### src/rtl/dreq_pkg.sv
// Shared types for the DMA request conditioner.
// Assumes: mode codes are decoded as written here by the configuration logic.
package dreq_pkg;
    typedef enum logic [1:0] {
        DET_LOW  = 2'b00,
        DET_HIGH = 2'b01,
        DET_RISE = 2'b10,
        DET_FALL = 2'b11
    } det_mode_e;

    localparam int MODE_W = 2;
endpackage

### src/rtl/dreq_sync.sv
// Multi-flop synchronizer for one asynchronous line.
// Assumes: STAGES >= 2; the reset value is the idle level of the line.
module dreq_sync #(
    parameter int   STAGES  = 2,
    parameter logic RST_VAL = 1'b1
) (
    input  logic clk,
    input  logic rst_n,
    input  logic d,
    output logic q
);
    logic [STAGES-1:0] stg;

    // Shift the raw line through the flop chain.
    always_ff @(posedge clk) begin
        if (!rst_n) stg <= {STAGES{RST_VAL}};
        else        stg <= {stg[STAGES-2:0], d};
    end

    assign q = stg[STAGES-1];

    AST_SYNC_FIRST: assert property (@(posedge clk) disable iff (!rst_n)
        $past(rst_n) |-> stg[0] == $past(d));

    for (genvar k = 1; k < STAGES; k++) begin : g_chk
        AST_SYNC_SHIFT: assert property (@(posedge clk) disable iff (!rst_n)
            $past(rst_n) |-> stg[k] == $past(stg[k-1]));
    end
endmodule

### src/rtl/dreq_chan.sv
// Detection stage for one channel: level pass-through or edge capture.
// Assumes: sync_lvl is already in the clk domain; ack is a one-cycle pulse.
module dreq_chan
    import dreq_pkg::*;
(
    input  logic      clk,
    input  logic      rst_n,
    input  logic      sync_lvl,
    input  det_mode_e mode,
    input  logic      ack,
    output logic      pend
);
    logic      prev_q;
    logic      lat_q;
    det_mode_e mode_q;
    logic      is_edge;
    logic      edge_hit;
    logic      mode_chg;

    assign is_edge  = (mode == DET_RISE) || (mode == DET_FALL);
    assign mode_chg = (mode != mode_q);

    // Pick the transition direction the current mode watches for.
    always_comb begin
        if (mode == DET_RISE) edge_hit = sync_lvl & ~prev_q;
        else                  edge_hit = ~sync_lvl & prev_q;
    end

    // Remember the previous level and the last mode seen.
    always_ff @(posedge clk) begin
        if (!rst_n) begin
            prev_q <= 1'b1;
            mode_q <= DET_LOW;
        end else begin
            prev_q <= sync_lvl;
            mode_q <= mode;
        end
    end

    // Pending flag: mode change clears, edge sets, ack clears.
    always_ff @(posedge clk) begin
        if (!rst_n)                lat_q <= 1'b0;
        else if (mode_chg || !is_edge) lat_q <= 1'b0;
        else if (edge_hit)         lat_q <= 1'b1;
        else if (ack)              lat_q <= 1'b0;
    end

    // Drive the request from the level or from the flag.
    always_comb begin
        case (mode)
            DET_LOW:  pend = ~sync_lvl;
            DET_HIGH: pend = sync_lvl;
            default:  pend = lat_q;
        endcase
    end

    AST_EDGE_BEATS_ACK: assert property (@(posedge clk) disable iff (!rst_n)
        (is_edge && !mode_chg && edge_hit && ack) |=> lat_q);
    AST_ACK_CLEARS: assert property (@(posedge clk) disable iff (!rst_n)
        (is_edge && !mode_chg && !edge_hit && ack) |=> !lat_q);
    AST_MODE_CHANGE_CLEARS: assert property (@(posedge clk) disable iff (!rst_n)
        mode_chg |=> !lat_q);
    AST_FLAG_HOLDS: assert property (@(posedge clk) disable iff (!rst_n)
        (is_edge && !mode_chg && lat_q && !ack) |=> lat_q);
    AST_LEVEL_NO_FLAG: assert property (@(posedge clk) disable iff (!rst_n)
        (!is_edge) |=> !lat_q);
endmodule

### src/rtl/dreq_detect.sv
// Top: per-channel synchronizer plus programmable detection for NUM_CH lines.
// Assumes: mode comes from a register; ack is produced by the arbiter.
module dreq_detect
    import dreq_pkg::*;
#(
    parameter int NUM_CH      = 4,
    parameter int SYNC_STAGES = 2,
    localparam int MODE_BITS  = NUM_CH * MODE_W
) (
    input  logic                 clk,
    input  logic                 rst_n,
    input  logic [NUM_CH-1:0]    req_in,
    input  logic [MODE_BITS-1:0] mode,
    input  logic [NUM_CH-1:0]    ack,
    output logic [NUM_CH-1:0]    req_pend
);
    logic [NUM_CH-1:0] lvl;

    for (genvar ch = 0; ch < NUM_CH; ch++) begin : g_ch
        dreq_sync #(.STAGES(SYNC_STAGES), .RST_VAL(1'b1)) i_sync (
            .clk   (clk),
            .rst_n (rst_n),
            .d     (req_in[ch]),
            .q     (lvl[ch])
        );

        dreq_chan i_chan (
            .clk      (clk),
            .rst_n    (rst_n),
            .sync_lvl (lvl[ch]),
            .mode     (det_mode_e'(mode[ch*MODE_W +: MODE_W])),
            .ack      (ack[ch]),
            .pend     (req_pend[ch])
        );
    end

    AST_RESET_IDLE: assert property (@(posedge clk)
        !rst_n |=> (req_pend & ~{NUM_CH{1'b0}}) == ({NUM_CH{1'b0}} | ~lvl & {NUM_CH{1'b0}})
                   || mode != '0 || req_pend == '0);
endmodule

### config.mk
export PLATFORM = sky130hd
export DESIGN_NAME = dreq_detect
export DESIGN_NICKNAME = d
export VERILOG_FILES = /design/src/rtl/dreq_pkg.sv /design/src/rtl/dreq_sync.sv /design/src/rtl/dreq_chan.sv /design/src/rtl/dreq_detect.sv
export SDC_FILE = /design/constraint.sdc
export NUM_CORES = 1
export LEC_CHECK = 0
export ABC_AREA = 1
export CORE_ASPECT_RATIO = 1.25
export CORE_MARGIN = 1
export CORE_UTILIZATION = 30
export DETAILED_ROUTE_END_ITERATION = 12
export DONT_BUFFER_PORTS = 1
export GPL_TIMING_DRIVEN = 0
export PLACE_DENSITY = 0.42
export SETUP_SLACK_MARGIN = 0.02
export SYNTH_ARGS = -nofsm -noshare
export SYNTH_HDL_FRONTEND = slang
export SYNTH_SLANG_ARGS = --single-unit
### constraint.sdc
create_clock -name clk -period 0.8 [get_ports clk]
set_input_delay 0.04 -clock clk [delete_from_list [all_inputs] [get_ports clk]]
set_output_delay 0.04 -clock clk [all_outputs]
set_load 0.02 [all_outputs]
**Word level (Yosys, flattened, before mapping)**

Index checks and enable logic that the tools add are counted.

- Eq/ne operators: 16
- Mux-type cells: 16
- Bitwise logic cells: 17
- Reductions and logical operators: 24

Operator list:

| kind | count |
|---|---|
| 2-bit == test (second input constant) | 8 |
| 1-bit two-way mux | 12 |
| 1-bit NOT | 9 |
| 1-bit bitwise AND | 8 |
| 2-bit by 1-bit == test with 1-bit output (second input constant) | 4 |
| 2-bit zero test | 4 |
| 1-bit logical OR | 8 |
| 2-bit != test | 4 |
| 1-bit case mux with 2 select lines | 4 |
| 2-bit nonzero test | 4 |
| 2-bit OR reduction | 4 |
| 1-bit zero test | 4 |

- Bits in registers: 24
- Bits of input ports: 18
- Logic and storage cells: 89

**Logic depth before layout (Yosys ltp)**

- Depth after elaboration: 5
- Depth in mapped cells: 7
- Depth with buffers taken out: 6

**Modules after synthesis**

From an unflattened synthesis, not the netlist that was laid out.

- Cell total of the unflattened synthesis: 144
- Area, all modules: 980.9 um2

By module, submodules not included:

| module | times used | cells each | area an instance (um2) | seq. area each (um2) |
|---|---|---|---|---|
| dreq_chan | 4 | 30 | 190.2 | 80.1 |
| dreq_sync | 4 | 6 | 55.1 | 40.0 |

**Least setup slack after synthesis**

OpenSTA, ideal clock, no wires.

- Path kind: register to register
- Start point: register g_ch[2].i_chan.lat_q (netlist name)
- End point: register g_ch[2].i_chan.lat_q
- Setup time: 56 ps
- Arrival time: 728 ps
- Slack: 16 ps
- Cell stages (with the launch flop): 6
- Cell sequence: dfxtp_1 -> inv_1 -> or2_2 -> nand3_1 -> nand2_1 -> inv_1

RTL lines:

| item | RTL line | source |
|---|---|---|
| to (signal assigned) | dreq_chan.sv:42 | `if (!rst_n) lat_q <= 1'b0;` |
| to (signal assigned) | dreq_chan.sv:43 | `else if (mode_chg \|\| !is_edge) lat_q <= 1'b0;` |
| to (signal assigned) | dreq_chan.sv:44 | `else if (edge_hit) lat_q <= 1'b1;` |
| to (decl) | dreq_chan.sv:14 | `logic lat_q;` |

**Final worst setup path**

- Start point: register g_ch[3].i_sync.stg[1]
- End point: output port req_pend[3]

- Cells in the longest elaborated chain, start to end: 2

RTL lines:

| item | RTL line | source |
|---|---|---|
| from (decl) | dreq_sync.sv:12 | `logic [STAGES-1:0] stg;` |
| from (signal assigned) | dreq_sync.sv:16 | `if (!rst_n) stg <= {STAGES{RST_VAL}};` |
| from (signal assigned) | dreq_sync.sv:17 | `else stg <= {stg[STAGES-2:0], d};` |
| 1-bit NOT | dreq_chan.sv:51 | `DET_LOW: pend = ~sync_lvl;` |
| 1-bit case mux with 2 select lines * | dreq_chan.sv:50 | `case (mode)` |
| to (decl) | dreq_detect.sv:15 | `output logic [NUM_CH-1:0] req_pend` |

Every way passes the cells marked *; elsewhere a longest branch is shown, timed or not.

==> results.py <==
metrics = {
    "synth": {
        "netlist_instances": 151,
        "register_bit_count_reported_by_yosys": 24,
        "postSynthNetCount": 169,
        "synth.distinct_cells": 14,
        "synth-seq-area-share": 0.462,
        "area_share_of_the_leading_cell_type_in_the_synthesized_netlist": 0.462,
        "yosys_warnings": 0,
        "synth_area_per_cell_um2": 6.89,
        "largest_cells_by_area_after_synthesis": "dfxtp_1, nand2_1, inv_1, nor2_1, xor2_1",
        "synth_area_mm2": 0.00104,
        "yosysTopAreaCell": "dfxtp_1",
    },
    "pwr": {
        "power_density_mw_per_mm2": 1890,
        "max-vdd-ir-drop_v": 0.000782,
        "p_leak_nw": 0.803,
    },
    "timing": {
        "totalNegativeSetupSlack_ns": -1.21,
        "achievable-frequency_ghz": 0.908,
        "skew_ns": 0.0110,
        "fin_crit_sh": 1.38,
        "setup_viol": 8,
        "rsz0062_at_grt": "yes",
        "report.final.hold_viol_count": 0,
        "slew_violations": 0,
        "period_minus_slack_ns": 1.10,
        "worst-slew-pin-transition_ns": 0.172,
        "maxSlewHeadroom": 0.886,
        "post_route_setup_slack_ns": -0.301,
    },
    "setup_path": {
        "worst-path-max-fanout": 2,
        "critical_path_class": "flop to output port",
        "critPathLaunchType": "flop",
        "cp_top_family": "flip-flops",
        "worst_r2r_path_depth": 7,
        "worstSetupEndpointType": "output port",
        "ff_to_ff_start": "g_ch[3].i_sync.stg[1]$_SDFF_PN1_",
        "timing.critical_path.buf_inv": 1,
        "cp_data_arrival_time_ns": 1.06,
        "critical_path.slowest_cell": "dfxtp_2",
        "critical_path_required_ns": 0.76,
        "reg2reg_to": "g_ch[3].i_chan.lat_q$_SDFFE_PP0P_",
        "critical-path-max-stage-delay_ns": 0.35,
        "worst_r2r_setup_slack_ns": -0.05,
        "crit_chain": "xor2_1, a21oi_1, buf_4",
    },
    "routing": {
        "wl_per_cell_um": 8.84,
        "drt-vias-per-instance": 4.04,
        "remaining_drc_errors": 0,
        "violation_count_after_the_first_detailed_route_iteration": 12,
        "routedLengthMet1_um": 878,
        "routed-via-count": 856,
        "route.final.wire_length_um": 1870,
        "routed-wl-met2_um": 901,
        "route.met3.wl_um": 74,
        "highest-signal-layer": "met4",
        "drt_first_pass_iters": 4,
        "route.antenna.remaining_nets": 0,
    },
    "placement": {
        "place.gp.congestion": 0.687,
        "place.port_buffers": 0,
        "dpl_wire_length_um": 1220,
        "placed_cells": 188,
    },
    "die": {
        "die_h_um": 67.9,
        "io_pins": 22,
        "coreArea_mm2": 0.00325,
        "die_w_um": 54.7,
        "initial_utilization": 0.320,
        "die_footprint_mm2": 0.00371,
        "std_cell_rows": 23,
    },
    "finish": {
        "num-fill-cells": 356,
        "fin_nets": 194,
        "final_cells": 212,
        "layout-drive-gt1-share": 0.240,
        "layout-area-overhead-vs-synth_pct": 33.8,
        "insertedDiodeCount": 0,
    },
    "clock_tree": {
        "cts-root-to-sink-buffers": 2,
        "h-tree-depth": 1,
        "worstSkewPairLatency_ns": 0.27,
        "clock_pin_slew_on_the_worst_setup_and_hold_paths_ns": 0.10,
        "tritoncts": "done",
        "number_of_buffers_inserted_during_clock_tree_synthesis": 3,
        "clock_sink_count": 24,
        "clock_tree.root_cell": "clkbuf_8",
    },
    "grt": {
        "grt_first_pass_wirelength_um": 3080,
        "grt_antenna_before_repair": 0,
        "grt_util_all_layers": 0.115,
        "maximum_number_of_pins_on_one_net_before_global_route_repair": 15,
        "grt_pass1_vias": 797,
        "grt_overflow_total": 0,
    },
    "hold_path": {
        "hold-path-endpoint": "g_ch[1].i_chan.lat_q$_SDFFE_PP0P_",
        "hp-class": "input pin to flop",
        "whs_path_depth": 5,
        "worst_hold_launch": "mode[2]",
    },
    "run": {
        "timing.max_cap.violations": 0,
    },
    "status": {
        "failed_checks": "setup timing",
        "run_status": "finished with violations",
    },
}
per-stage QoR:
step           utilization  hold WS, ns  cell area, um^2  power (mW)  setup WS (ns)
2_1_floorplan            -        0.125             1040        1.46         0.0265
3_3_place_gp         0.334        0.128             1090        1.48        -0.0438
3_5_place_dp         0.334        0.130             1090        1.49        -0.0444
4_1_cts              0.411      0.00621             1340        2.64         -0.315
5_1_grt              0.428       0.0121             1390        2.75         -0.354
6_report             0.428      0.00284             1390        2.63         -0.301
registers in the layout, summed over array words and instances, names as in the netlist:
| name | count |
|---|---|
| g_ch.i_chan.lat_q | 4 |
| g_ch.i_sync.stg | 8 |
| g_ch.i_chan.mode_q | 8 |
| g_ch.i_chan.prev_q | 4 |
cells by family (layout without fill, tap and decap cells):
group	Yosys count	in the layout	synth area share
xor+xnor	7	7	0.0589
flops	24	24	0.462
compound gates	5	5	0.0240
buf+inv	46	70	0.192
simple gates	69	69	0.263
final cells by class:
type	count	area [um^2]	area share
sequential	24	487	0.350
multi-input combinational	81	392	0.281
timing repair buffer	20	194	0.139
inverter	40	156	0.112
buffer	6	46.3	0.0332
tap	37	46.3	0.0332
clock buffer	3	41.3	0.0296
clock inverter	1	30.0	0.0216
timing repair:
| item | in CTS | in global routing |
|---|---|---|
| setup buffers | 3 | 3 |
| hold buffers | 13 | 0 |
| endpoints found under the setup margin | 7 | 18 |
| resized for setup | 14 | 10 |
| cloned | 0 | 1 |
| pin swaps | 1 | 2 |
| endpoints found under the hold margin | 14 | 0 |
power by group:
group,internal (mW),switching (mW),total (mW)
combinational,0.153,0.137,0.290
sequential,1.24,0.0199,1.26
clock,0.669,0.405,1.07
total,2.06,0.562,2.63
placed cells by master (no fill, tap or decap), drive strengths merged, types with 3 or more instances in the layout:
cell type	Yosys	final
a21oi	5	5
xor2	7	7
nand2	45	45
buf	6	13
dfxtp	24	24
dlygate4sd3	0	12
clkinv	3	3
nand3	4	4
nor2	19	19
clkbuf	0	3
inv	37	37
Yosys cell counts:
cell,n
xor2_1,7
nand3_1,4
inv_2,1
nand2_1,42
buf_4,4
buf_6,1
a21oi_1,5
buf_2,1
inv_1,36
nor2_1,19
or2_2,1
nand2_2,3
clkinv_2,3
dfxtp_1,24
metal layers:
layer  vias up  track usage
li1        469            -
met1       368        0.138
met2        17        0.187
met3         2       0.0267
met4         0       0.0577
met5         -            0
how the worst max path moves through the flow:
stage,startpoint,endpoint,depth (start not counted)
after floorplan,g_ch[2].i_sync.stg[1]$_SDFF_PN1_,req_pend[2],5
after global placement,g_ch[2].i_sync.stg[1]$_SDFF_PN1_,req_pend[2],5
after detailed placement,g_ch[2].i_sync.stg[1]$_SDFF_PN1_,req_pend[2],5
after CTS,g_ch[3].i_sync.stg[1]$_SDFF_PN1_,req_pend[3],3
after global routing,g_ch[2].i_sync.stg[1]$_SDFF_PN1_,req_pend[2],4
final,g_ch[3].i_sync.stg[1]$_SDFF_PN1_,req_pend[3],3
tightest hold or removal path, delay by kind of cell:
family        cells  cell delay [ns]
buf+inv           1             0.03
simple gates      4             0.17
(Power assumes the default switching activity.)
